<file path="src/rtl/br_pkg.sv">
package br_pkg;
  localparam int OPW = 6;
  localparam logic [OPW-1:0] OP_CMP  = 6'd5;
  localparam logic [OPW-1:0] OP_DJN  = 6'd7;
  localparam logic [OPW-1:0] OP_DJZ  = 6'd8;
  localparam logic [OPW-1:0] OP_JMFC = 6'd9;
  localparam logic [OPW-1:0] OP_JMFS = 6'd10;
  localparam logic [OPW-1:0] OP_JMG  = 6'd11;
  localparam logic [OPW-1:0] OP_JMN  = 6'd12;
  localparam logic [OPW-1:0] OP_JMP  = 6'd13;
  localparam logic [OPW-1:0] OP_JMZ  = 6'd14;

  typedef enum logic [1:0] {SEL_SEQ1, SEL_TGT, SEL_SEQ2} nxt_sel_e;
endpackage

</file>
<file path="src/rtl/br_flag_pick.sv">
module br_flag_pick #(
  parameter int DW      = 12,
  parameter int FLAG_LO = 9
) (
  input  logic [DW-1:0] flags_i,
  input  logic [DW-1:0] idx_i,
  output logic          bit_o
);
  logic [DW-1:0] hit;

  for (genvar i = 0; i < DW; i++) begin : g_bit
    if (i >= FLAG_LO) begin : g_rd
      assign hit[i] = flags_i[i] && (idx_i == DW'(i));
    end else begin : g_blind
      assign hit[i] = 1'b0;
    end
  end

  assign bit_o = |hit;
endmodule

</file>
<file path="src/rtl/br_cond_eval.sv">
module br_cond_eval
  import br_pkg::*;
#(
  parameter int DW = 12
) (
  input  logic [OPW-1:0] op_i,
  input  logic [DW-1:0]  a_i,
  input  logic [DW-1:0]  b_i,
  input  logic           flag_i,
  output nxt_sel_e       sel_o,
  output logic           wb_en_o,
  output logic [DW-1:0]  wb_val_o
);
  logic [DW-1:0] dec;
  logic          take;

  assign dec      = b_i - DW'(1);
  assign wb_val_o = dec;

  always_comb begin
    take    = 1'b0;
    wb_en_o = 1'b0;
    sel_o   = SEL_SEQ1;
    unique case (op_i)
      OP_DJN:  begin wb_en_o = 1'b1; take = (dec != '0); end
      OP_DJZ:  begin wb_en_o = 1'b1; take = (dec == '0); end
      OP_JMFC: take = !flag_i;
      OP_JMFS: take = flag_i;
      OP_JMG:  take = !b_i[DW-1] && (b_i != '0);
      OP_JMN:  take = (b_i != '0);
      OP_JMZ:  take = (b_i == '0);
      OP_JMP:  take = 1'b1;
      OP_CMP:  if (a_i != b_i) sel_o = SEL_SEQ2;
      default: ;
    endcase
    if (take) sel_o = SEL_TGT;
  end
endmodule

</file>
<file path="src/rtl/br_skip_unit.sv">
module br_skip_unit
  import br_pkg::*;
#(
  parameter int DW      = 12,
  parameter int FLAG_LO = 9
) (
  input  logic           clk_i,
  input  logic           rst_ni,
  input  logic [OPW-1:0] op_i,
  input  logic [DW-1:0]  tgt_i,
  input  logic [DW-1:0]  a_i,
  input  logic [DW-1:0]  b_i,
  input  logic [DW-1:0]  flags_i,
  input  logic [DW-1:0]  seq1_i,
  input  logic [DW-1:0]  seq2_i,
  output logic [DW-1:0]  nxt_o,
  output logic [DW-1:0]  wb_val_o,
  output logic           wb_en_o
);
  logic          flag_bit;
  nxt_sel_e      sel;
  logic          wb_en_d;
  logic [DW-1:0] wb_val_d;
  logic [DW-1:0] nxt_d;

  br_flag_pick #(.DW(DW), .FLAG_LO(FLAG_LO)) u_pick (
    .flags_i (flags_i),
    .idx_i   (b_i),
    .bit_o   (flag_bit)
  );

  br_cond_eval #(.DW(DW)) u_eval (
    .op_i     (op_i),
    .a_i      (a_i),
    .b_i      (b_i),
    .flag_i   (flag_bit),
    .sel_o    (sel),
    .wb_en_o  (wb_en_d),
    .wb_val_o (wb_val_d)
  );

  always_comb begin
    unique case (sel)
      SEL_TGT:  nxt_d = tgt_i;
      SEL_SEQ2: nxt_d = seq2_i;
      default:  nxt_d = seq1_i;
    endcase
  end

  always_ff @(posedge clk_i or negedge rst_ni) begin
    if (!rst_ni) begin
      nxt_o    <= '0;
      wb_val_o <= '0;
      wb_en_o  <= 1'b0;
    end else begin
      nxt_o    <= nxt_d;
      wb_val_o <= wb_en_d ? wb_val_d : '0;
      wb_en_o  <= wb_en_d;
    end
  end

  // history guard so $past never reaches before reset release
  logic armed;
  always_ff @(posedge clk_i or negedge rst_ni) begin
    if (!rst_ni) armed <= 1'b0;
    else         armed <= 1'b1;
  end

  p_reset_r1: assert property (@(posedge clk_i) !rst_ni |-> !wb_en_o);

  p_wb_only_dec_r4: assert property (@(posedge clk_i) disable iff (!rst_ni || !armed)
    wb_en_o |-> ($past(op_i) == OP_DJN || $past(op_i) == OP_DJZ));

  p_dec_wrap_r5: assert property (@(posedge clk_i) disable iff (!rst_ni || !armed)
    wb_en_o |-> (wb_val_o == DW'($past(b_i) - DW'(1))));

  p_jmp_r3: assert property (@(posedge clk_i) disable iff (!rst_ni || !armed)
    ($past(op_i) == OP_JMP) |-> (nxt_o == $past(tgt_i)));

  p_cmp_eq_r10: assert property (@(posedge clk_i) disable iff (!rst_ni || !armed)
    ($past(op_i) == OP_CMP && $past(a_i) == $past(b_i)) |-> (nxt_o == $past(seq1_i) && !wb_en_o));

  p_other_seq_r2: assert property (@(posedge clk_i) disable iff (!rst_ni || !armed)
    ($past(op_i) > OP_JMZ) |-> (nxt_o == $past(seq1_i) && !wb_en_o));
endmodule

</file>
<file path="config.mk">
export PLATFORM = sky130hd
export DESIGN_NAME = br_skip_unit
export DESIGN_NICKNAME = d
export VERILOG_FILES = /design/src/rtl/br_pkg.sv /design/src/rtl/br_flag_pick.sv /design/src/rtl/br_cond_eval.sv /design/src/rtl/br_skip_unit.sv
export SDC_FILE = /design/constraint.sdc
export NUM_CORES = 1
export LEC_CHECK = 0
export ABC_AREA = 1
export CORE_ASPECT_RATIO = 2
export CORE_MARGIN = 8
export CORE_UTILIZATION = 35
export DETAILED_ROUTE_END_ITERATION = 8
export PLACE_DENSITY = 0.78
export RECOVER_POWER = 25
export SETUP_SLACK_MARGIN = 0.3
export SYNTH_ARGS = -nofsm -noshare
export SYNTH_HDL_FRONTEND = slang
export SYNTH_SLANG_ARGS = --single-unit
</file>
<file path="constraint.sdc">
create_clock -name clk_i -period 0.8 [get_ports clk_i]
set_clock_uncertainty 0.05 [all_clocks]
set_input_delay 0.16 -clock clk_i [delete_from_list [all_inputs] [get_ports clk_i]]
set_output_delay 0.16 -clock clk_i [all_outputs]
set_load 0.02 [all_outputs]
</file>
==> flow_summary.toml, run 1 <==
[status]
violations = "negative setup slack"
status = "finished, violations left"

[setup_path]
required_ns = 0.95
cp-end-kind = "flop"
path_cells = "clkdlybuf4s50_1 > xor2_1 > nor4_1 > buf_4 > nand3_4 > nand2_4 > inv_2 > nor2_4 > buf_12 > nand2_1 > nand2_1"
critical_path_class = "input pin to flop"
cp-start-kind = "input pin"
critPathMaxStageDelay_ns = 0.41
cpMostUsedCell = "nand2_1"
arrival_ns = 1.84
crit_path_top_delay_cell = "clkdlybuf4s50_1"
crit_fanout = 12

[timing]
maxSlewHeadroom = 0.764
fin_crit_ns = 1.69
hold_viol = 0
maxSlewViolCount = 0
period_share = 2.11
rsz0062_at_grt = "yes"
whs_ns = 0.0216
finalSetupViolCount = 50
worst_pin_slew_ns = 0.351
layout_setup_ws_ns = -0.888
fmax_mhz = 592

[placed_design]
pre_cts_slack_ns = -1.54
dp_cells = 444
io_buffer_count = 95
placed_area_sq_mm = 0.00322
post-dp-hpwl_microns = 5200
globalplace.congestion = 0.877

[layout]
area.growth.synth_to_final_pct = 98.0
stdcell_count = 464
nets = 493
antenna_cells = 0
nFillCells = 367
design_area_sq_mm = 0.00365
drive_gt1_frac = 0.463

[detailed_routing]
vias = 2162
firstDrtPassIters = 4
totalWireLength_microns = 6560
drt-initial-drc-count = 80
ant_nets = 0
via_per_inst = 4.66
drc = 0
post_drt_wl_per_cell_microns = 14.1

[yosys]
yosysWarnings = 0
netlist_area_sq_mm = 0.00184
yosysUniqueCellTypes = 27
netlist_instances = 250
synth_top_area_share = 0.339
ys_ff_latch = 25
yosysSeqAreaShare = 0.339
ys_top_cells_by_area = "dfrtp_1 (34%), nand2_1 (13%), inv_1 (7.7%), nor2_1 (7.5%), xor2_1 (6.6%)"
postSynthAreaPerCell_sq_um = 7.38
post-synth-top-count-cell = "nand2_1"
synth-edff-count = 0
synth_nets = 336
ys_top_cells_by_count = "nand2_1 (62), inv_1 (38), nor2_1 (37)"
synth-main-ff-cell = "dfrtp_1"
yosysTopAreaCell = "dfrtp_1"
synthArstFlopShare = 1.00

[clocking]
clock-root-buffer = "clkbuf_8"
clock_sinks = 25
htreeDepth = 1
clockBufferDepth = 2
cts_buffers = 3
clk_pin_slew_ns = 0.08
cts_hold_buf = 0
cts_tree = "yes"

[pwr]
leakagePower_nw = 1.83
power.density_mw_per_mm2 = 930
max-vdd-ir-drop_uv = 944

[die]
rows = 37
boundaryPins = 105
die_h_microns = 119
coreArea_sq_mm = 0.00509
die_x_microns = 67.3
initial_utilization = 0.362
dieArea_sq_mm = 0.00799

[global_routing]
grt_overflow = 0
grt_start_max_net_pins = 26
grt_use_total = 0.163
grt_pass1_wl_microns = 10400
antenna_found_initial = 0
grt_pass1_vias = 2371

[min_path]
worst_hold_path_type = "input pin to flop"

[flow_run]
cap_violations = 0
==> layout make-up <==
class | instances | area (sq um) | share of cell area
timing repair buffer | 155 | 1480 | 0.405
multi-input combinational | 182 | 1270 | 0.347
sequential | 25 | 626 | 0.171
inverter | 40 | 161 | 0.0442
tap | 58 | 72.6 | 0.0199
clock buffer | 4 | 45.0 | 0.0123
==> final timing paths <==
path | startpoint | slack (ns) | endpoint | cells after the start
setup / recovery | a_i[2] | -0.89 | nxt_o[7] | 11
hold / removal | b_i[0] | 0.02 | wb_val_o[0] | 2
max in group asynchronous | rst_ni | 0.13 | wb_val_o[7] | 2
min in group asynchronous | rst_ni | 0.32 | wb_val_o[8] | 2
==> cell usage in the layout, fill, tap and decap left out, drive strengths merged, types with 3 or more instances in the layout <==
master          n
clkdlybuf4s50  49
ha              6
nor2           49
nand2          69
buf            99
nand3          14
dfrtp          25
xor2           14
inv            39
nand4           4
clkbuf          7
a21oi          16
nor4            3
==> cells by family (layout without fill, tap and decap cells) <==
logic type / Yosys count / in the layout / share of synthesized area
and+or+nand+nor: 143 / 143 / 0.383
buffers and inverters: 43 / 199 / 0.0957
DFF: 25 / 25 / 0.339
AOI/OAI and AO/OA: 19 / 19 / 0.0753
xor gates and xnor gates: 14 / 14 / 0.0665
adders and majority gates: 6 / 6 / 0.0407
==> stage by stage <==
stage	setup TNS, ns	total power, mW	utilization
floorplan	-11.27	1.77	-
global placement	-37.21	2.52	0.632
detailed placement	-37.48	2.54	0.632
CTS	-16.36	3.39	0.700
global route	-18.99	3.59	0.717
finish	-16.77	3.40	0.717
==> metal layers <==
metal | global-route usage | vias to the layer above | wire, microns
met3 | 0.0227 | 20 | 313
met4 | 0.0830 | 0 | 289
li1 | - | 1076 | -
met2 | 0.315 | 80 | 3790
met5 | 0 | - | 0
met1 | 0.151 | 986 | 2170
==> flip-flops by register name, indices dropped and copies added, names as in the netlist <==
| register | cells |
|---|---|
| wb_en_o | 1 |
| wb_val_o | 12 |
| nxt_o | 12 |
==> critical path, delay by kind of cell <==
kind | cells | cell delay (ns)
XOR/XNOR | 1 | 0.14
AND/OR/NAND/NOR | 6 | 0.74
buffers and inverters | 4 | 0.80
==> report_power, final <==
group	switching, mW	internal [mW]
clock network	0.353	0.355
registers	0.0264	1.32
logic	0.598	0.744
total	0.977	2.42
==> repair_timing <==
action                                  4_1_cts  5_1_grt
endpoints found under the setup margin       50       50
gates resized for setup                     280       30
gates cloned                                  2        0
pin swaps                                    34       20
buffers inserted                             11        3
Power figures use the tool's default switching activity.
==> inputs of run 2 (changes only) <==
--- a/config.mk
+++ b/config.mk
@@ -8,9 +8,9 @@
 export ABC_AREA = 1
 export CORE_ASPECT_RATIO = 2
 export CORE_MARGIN = 8
-export CORE_UTILIZATION = 35
+export CORE_UTILIZATION = 39
 export DETAILED_ROUTE_END_ITERATION = 8
-export PLACE_DENSITY = 0.78
+export PLACE_DENSITY = 0.85
 export RECOVER_POWER = 25
 export SETUP_SLACK_MARGIN = 0.3
 export SYNTH_ARGS = -nofsm -noshare
==> constraint.sdc (replaced) <==
create_clock -name clk_i -period 0.8 [get_ports clk_i]
set_clock_uncertainty 0.05 [all_clocks]
set_input_delay 0.2 -clock clk_i [delete_from_list [all_inputs] [get_ports clk_i]]
set_output_delay 0.2 -clock clk_i [all_outputs]
set_load 0.02 [all_outputs]
==> run 2 against run 1 <==
Sequential share of layout area decreased by 0.43 points. Sequential cell count unchanged. Largest power group is now combinational logic. The run ends with negative hold slack, negative setup slack left. Clock-buffer cell count unchanged. Worst hold slack got worse by 0.042 ns. Fmax decreased by 12%. First-iteration DRC count increased by 13%.
==> flow_summary.toml, run 2 (same netlist as run 1, synthesis figures left out) <==
[clocking]
cts_hold_buf = 0
cts_buffers = 3
cts_tree = "yes"
clockBufferDepth = 2
clock-root-buffer = "clkbuf_8"
clk_pin_slew_ns = 0.09
clock_sinks = 25
htreeDepth = 1

[detailed_routing]
highest_layer = "met4"
vias = 2292
drt-initial-drc-count = 90
drc = 0
wl_met3_microns = 359
met2WireLength_microns = 4510
firstDrtPassIters = 4
post_drt_wl_per_cell_microns = 17.1
via_per_inst = 4.98
ant_nets = 0
met1_length_microns = 2680
totalWireLength_microns = 7870

[global_routing]
grt_start_max_net_pins = 26
grt_pass1_wl_microns = 11100
grt_pass1_vias = 2471
grt_use_total = 0.189
antenna_found_initial = 0
grt_overflow = 0

[timing]
hold_viol = 12
period_share = 2.40
rsz0062_at_grt = "yes"
maxSlewViolCount = 0
finalSetupViolCount = 50
maxSlewHeadroom = 0.759
whs_ns = -0.0201
fmax_mhz = 522
fin_crit_ns = 1.92
layout_setup_ws_ns = -1.12
worst_pin_slew_ns = 0.361

[layout]
area.growth.synth_to_final_pct = 103
final_cell_mix = "nand2_1 (54), clkdlybuf4s50_1 (45), buf_4 (45)"
drive_gt1_frac = 0.467
reg_top3 = "nxt_o (12), wb_val_o (12), wb_en_o (1)"
antenna_cells = 0
regArea_sq_um = 626
mostFrequentLayoutCell = "nand2_1"
multi_input_comb_area_sq_mm = 0.00135
fin_util = 0.814
stdcell_count = 460
nFillCells = 259
design_area_sq_mm = 0.00374
nets = 492

[setup_path]
cpMostUsedCell = "nand2_1"
crit_path_top_delay_cell = "ha_1"
cp-start-kind = "input pin"
critical_path_class = "input pin to flop"
arrival_ns = 2.02
required_ns = 0.90
crit_fanout = 6
critPathMaxStageDelay_ns = 0.15
cp-end-kind = "flop"
path_cells = "buf_4 > buf_4 > ha_1 > nand2_1 > nand3_2 > nand3b_1 > nand2_1 > o21ai_2 > nand2_1 > nand2_1 > inv_2 > nand3_4 > buf_12 > buf_12 > a21oi_2 > nand2_1"

[status]
status = "finished, violations left"
violations = "negative hold slack, negative setup slack"

[min_path]
worst_hold_path_type = "input pin to async pin"

[die]
rows = 35
die_x_microns = 64.6
dieArea_sq_mm = 0.00732
die_h_microns = 113
initial_utilization = 0.401
coreArea_sq_mm = 0.00460
boundaryPins = 105

[placed_design]
io_buffer_count = 95
post-dp-hpwl_microns = 5360
globalplace.congestion = 0.861
dp_cells = 441
placed_area_sq_mm = 0.00322
pre_cts_slack_ns = -1.62

[pwr]
max-vdd-ir-drop_uv = 877
p_total_mw = 3.52
power.density_mw_per_mm2 = 939
leakagePower_nw = 1.88

[flow_run]
cap_violations = 0
==> run 2: what timing repair did <==
action,CTS,global route
pin swaps,39,32
resized for setup,236,78
buffers inserted,10,2
endpoints found under the setup margin,50,75
gates cloned,2,1
hold endpoints to repair,0,1
==> run 2: per-stage QoR <==
stage          TNS [ns]  hold WS, ns
3_5_place_dp     -39.47        0.521
2_1_floorplan    -12.27       -0.146
5_1_grt          -22.94      0.00154
6_report         -21.00      -0.0201
3_3_place_gp     -38.67        0.516
4_1_cts          -21.65        0.200
==> run 2: power breakdown <==
| part | leakage, nW | switching (mW) | total [mW] | internal (mW) |
|---|---|---|---|---|
| sequential | 0.322 | 0.0328 | 1.35 | 1.32 |
| clock | 0.0228 | 0.388 | 0.744 | 0.356 |
| combinational | 1.54 | 0.661 | 1.42 | 0.755 |
| total | 1.88 | 1.08 | 3.52 | 2.43 |
==> run 2: cell type report <==
| type | count | area share |
|---|---|---|
| Clock buffer | 4 | 0.0120 |
| Inverter | 40 | 0.0444 |
| Multi-Input combinational cell | 182 | 0.360 |
| Sequential cell | 25 | 0.167 |
| Tap cell | 55 | 0.0184 |
| Timing Repair Buffer | 154 | 0.399 |
==> run 2: per-layer routing <==
layer  up-vias  global-route usage
met2       100               0.381
met3        26              0.0198
li1       1073                   -
met5         -                   0
met1      1093               0.169
met4         0               0.103
==> run 2: worst max-delay path, delay by kind of cell <==
family	cells	cell delay, ns
AOI/OAI and AO/OA	2	0.20
and+or+nand+nor	8	0.83
buffers and inverters	5	0.62
adders and majority gates	1	0.15
==> run 2: path summary, 6_finish.rpt <==
path	slack, ns	start	endpoint	depth (start not counted)
worst max-delay path	-1.12	b_i[0]	nxt_o[0]	16
worst min-delay path	-0.02	rst_ni	nxt_o[5]	2
max in group asynchronous	0.36	rst_ni	wb_val_o[8]	2
min in group clk_i	0.21	b_i[0]	wb_val_o[0]	3
==> inputs of run 3 (changes only) <==
--- a/config.mk
+++ b/config.mk
@@ -7,7 +7,6 @@
 export LEC_CHECK = 0
 export ABC_AREA = 1
 export CORE_ASPECT_RATIO = 2
-export CORE_MARGIN = 8
 export CORE_UTILIZATION = 39
 export DETAILED_ROUTE_END_ITERATION = 8
 export PLACE_DENSITY = 0.85
==> run 3 against run 2 <==
The flow finishes with violations (negative setup slack). Non-clock buffer count up 7. Design area up 2.1%. Via count up 5.4%. Die area down 31%. Worst setup slack better by 0.047 ns. Core utilization up 2.5 points. Routed wire length up 4.9%. Largest cell class unchanged. Critical path depth down 3.
==> flow_summary.toml, run 3 (same netlist as run 1, synthesis figures left out) <==
[die]
die_h_microns = 99.3
coreArea_sq_mm = 0.00455
initial_utilization = 0.405
die_x_microns = 50.6
boundaryPins = 105
dieArea_sq_mm = 0.00502
rows = 35

[detailed_routing]
vias = 2415
totalWireLength_microns = 8260
drt-initial-drc-count = 49
drc = 0
post_drt_wl_per_cell_microns = 17.7
ant_nets = 0
via_per_inst = 5.17
firstDrtPassIters = 4

[min_path]
holdCritStartpoint = "b_i[0]"
worstHoldEndpoint = "wb_val_o[0]"
worst_hold_path_type = "input pin to flop"
hold_depth = 2

[clocking]
cts_buffers = 3
clock_sinks = 25
clock-root-buffer = "clkbuf_8"
htreeDepth = 1
cts_hold_buf = 0
cts_tree = "yes"
clockBufferDepth = 2
clk_pin_slew_ns = 0.08

[layout]
area.growth.synth_to_final_pct = 107
nFillCells = 232
final_cell_mix = "buf_4 (53), clkdlybuf4s50_1 (49), nand2_1 (39)"
reg_top3 = "nxt_o (12), wb_val_o (12), wb_en_o (1)"
fin_util = 0.839
mostFrequentLayoutCell = "buf_4"
antenna_cells = 0
nets = 499
drive_gt1_frac = 0.527

[timing]
maxSlewHeadroom = 0.754
tns_ns = -23.71
fmax_mhz = 535
fin_crit_ns = 1.87
maxSlewViolCount = 0
period_share = 2.34
finalSetupViolCount = 50
hold_viol = 0
whs_ns = 0.0410
worst_pin_slew_ns = 0.366
layout_setup_ws_ns = -1.07
rsz0062_at_grt = "yes"

[global_routing]
grt_pass1_vias = 2452
grt_use_total = 0.288
grt_start_max_net_pins = 26
grt_overflow = 0
antenna_found_initial = 0
grt_pass1_wl_microns = 10800

[setup_path]
crit_path_top_delay_cell = "nor3_4"
cp-end-kind = "flop"
cp-start-kind = "input pin"
cp-startpoint = "b_i[5]"
critPathMaxStageDelay_ns = 0.24
arrival_ns = 1.98
crit_fanout = 6
path_cells = "buf_4 > nor2_4 > nand2_4 > buf_12 > nor3_4 > nor2_1 > nor2_1 > nand2_1 > inv_2 > nand3_4 > buf_16 > a21oi_2 > nand2_1"
required_ns = 0.91
critical_path_class = "input pin to flop"

[flow_run]
cap_violations = 0

[placed_design]
pre_cts_slack_ns = -1.64
globalplace.congestion = 0.888
post-dp-hpwl_microns = 4440
io_buffer_count = 95

[pwr]
max-vdd-ir-drop_uv = 889
power.density_mw_per_mm2 = 942
leakagePower_nw = 1.90

[status]
status = "finished, violations left"
violations = "negative setup slack"
==> run 3: what timing repair did <==
item	4_1_cts	5_1_grt
endpoints found under the setup margin	50	50
pin swaps	40	34
setup buffers	18	3
gates cloned	2	0
gates resized for setup	280	52
==> run 3: routing by layer <==
| metal | GRT usage | wire length [microns] | up-vias |
|---|---|---|---|
| li1 | - | - | 1089 |
| met1 | 0.232 | 2500 | 1146 |
| met2 | 0.594 | 4800 | 134 |
| met3 | 0.0275 | 408 | 46 |
| met4 | 0.197 | 543 | 0 |
| met5 | 0 | 0 | - |
==> run 3: cell type report <==
type                    count  area [sq um]  share of cell area
clock buffers               4          45.0              0.0118
inverters                  40           164              0.0429
flip-flops and latches     25           626               0.164
repair buffers            161          1530               0.400
multi-input cells         182          1390               0.364
well taps                  55          68.8              0.0180
==> run 3: where the power goes <==
part	switching (mW)	internal, mW	total (mW)
Combinational	0.712	0.766	1.48
Sequential	0.0321	1.32	1.35
Clock	0.412	0.358	0.770
==> run 3: metrics by stage <==
stage	std cells	power [mW]	area [sq um]
finish	467	3.60	3820
floorplan	250	1.77	1870
detailed placement	440	2.53	3210
global route	467	3.72	3820
CTS	464	3.40	3630
global placement	440	2.51	3210
==> run 3: worst max path at each step <==
stage	cells after the start	to	slack [ns]
final	13	nxt_o[2]	-1.07
after global routing	15	nxt_o[8]	-1.14
after CTS	16	nxt_o[6]	-0.88
after detailed placement	12	nxt_o[1]	-1.64
after global placement	12	nxt_o[5]	-1.55
after floorplan	12	nxt_o[0]	-0.82
==> run 3: worst max-delay path: cells and delay by family <==
| family | cells | cell delay, ns |
|---|---|---|
| compound gates | 1 | 0.17 |
| simple gates | 8 | 1.06 |
| buf+inv | 4 | 0.53 |
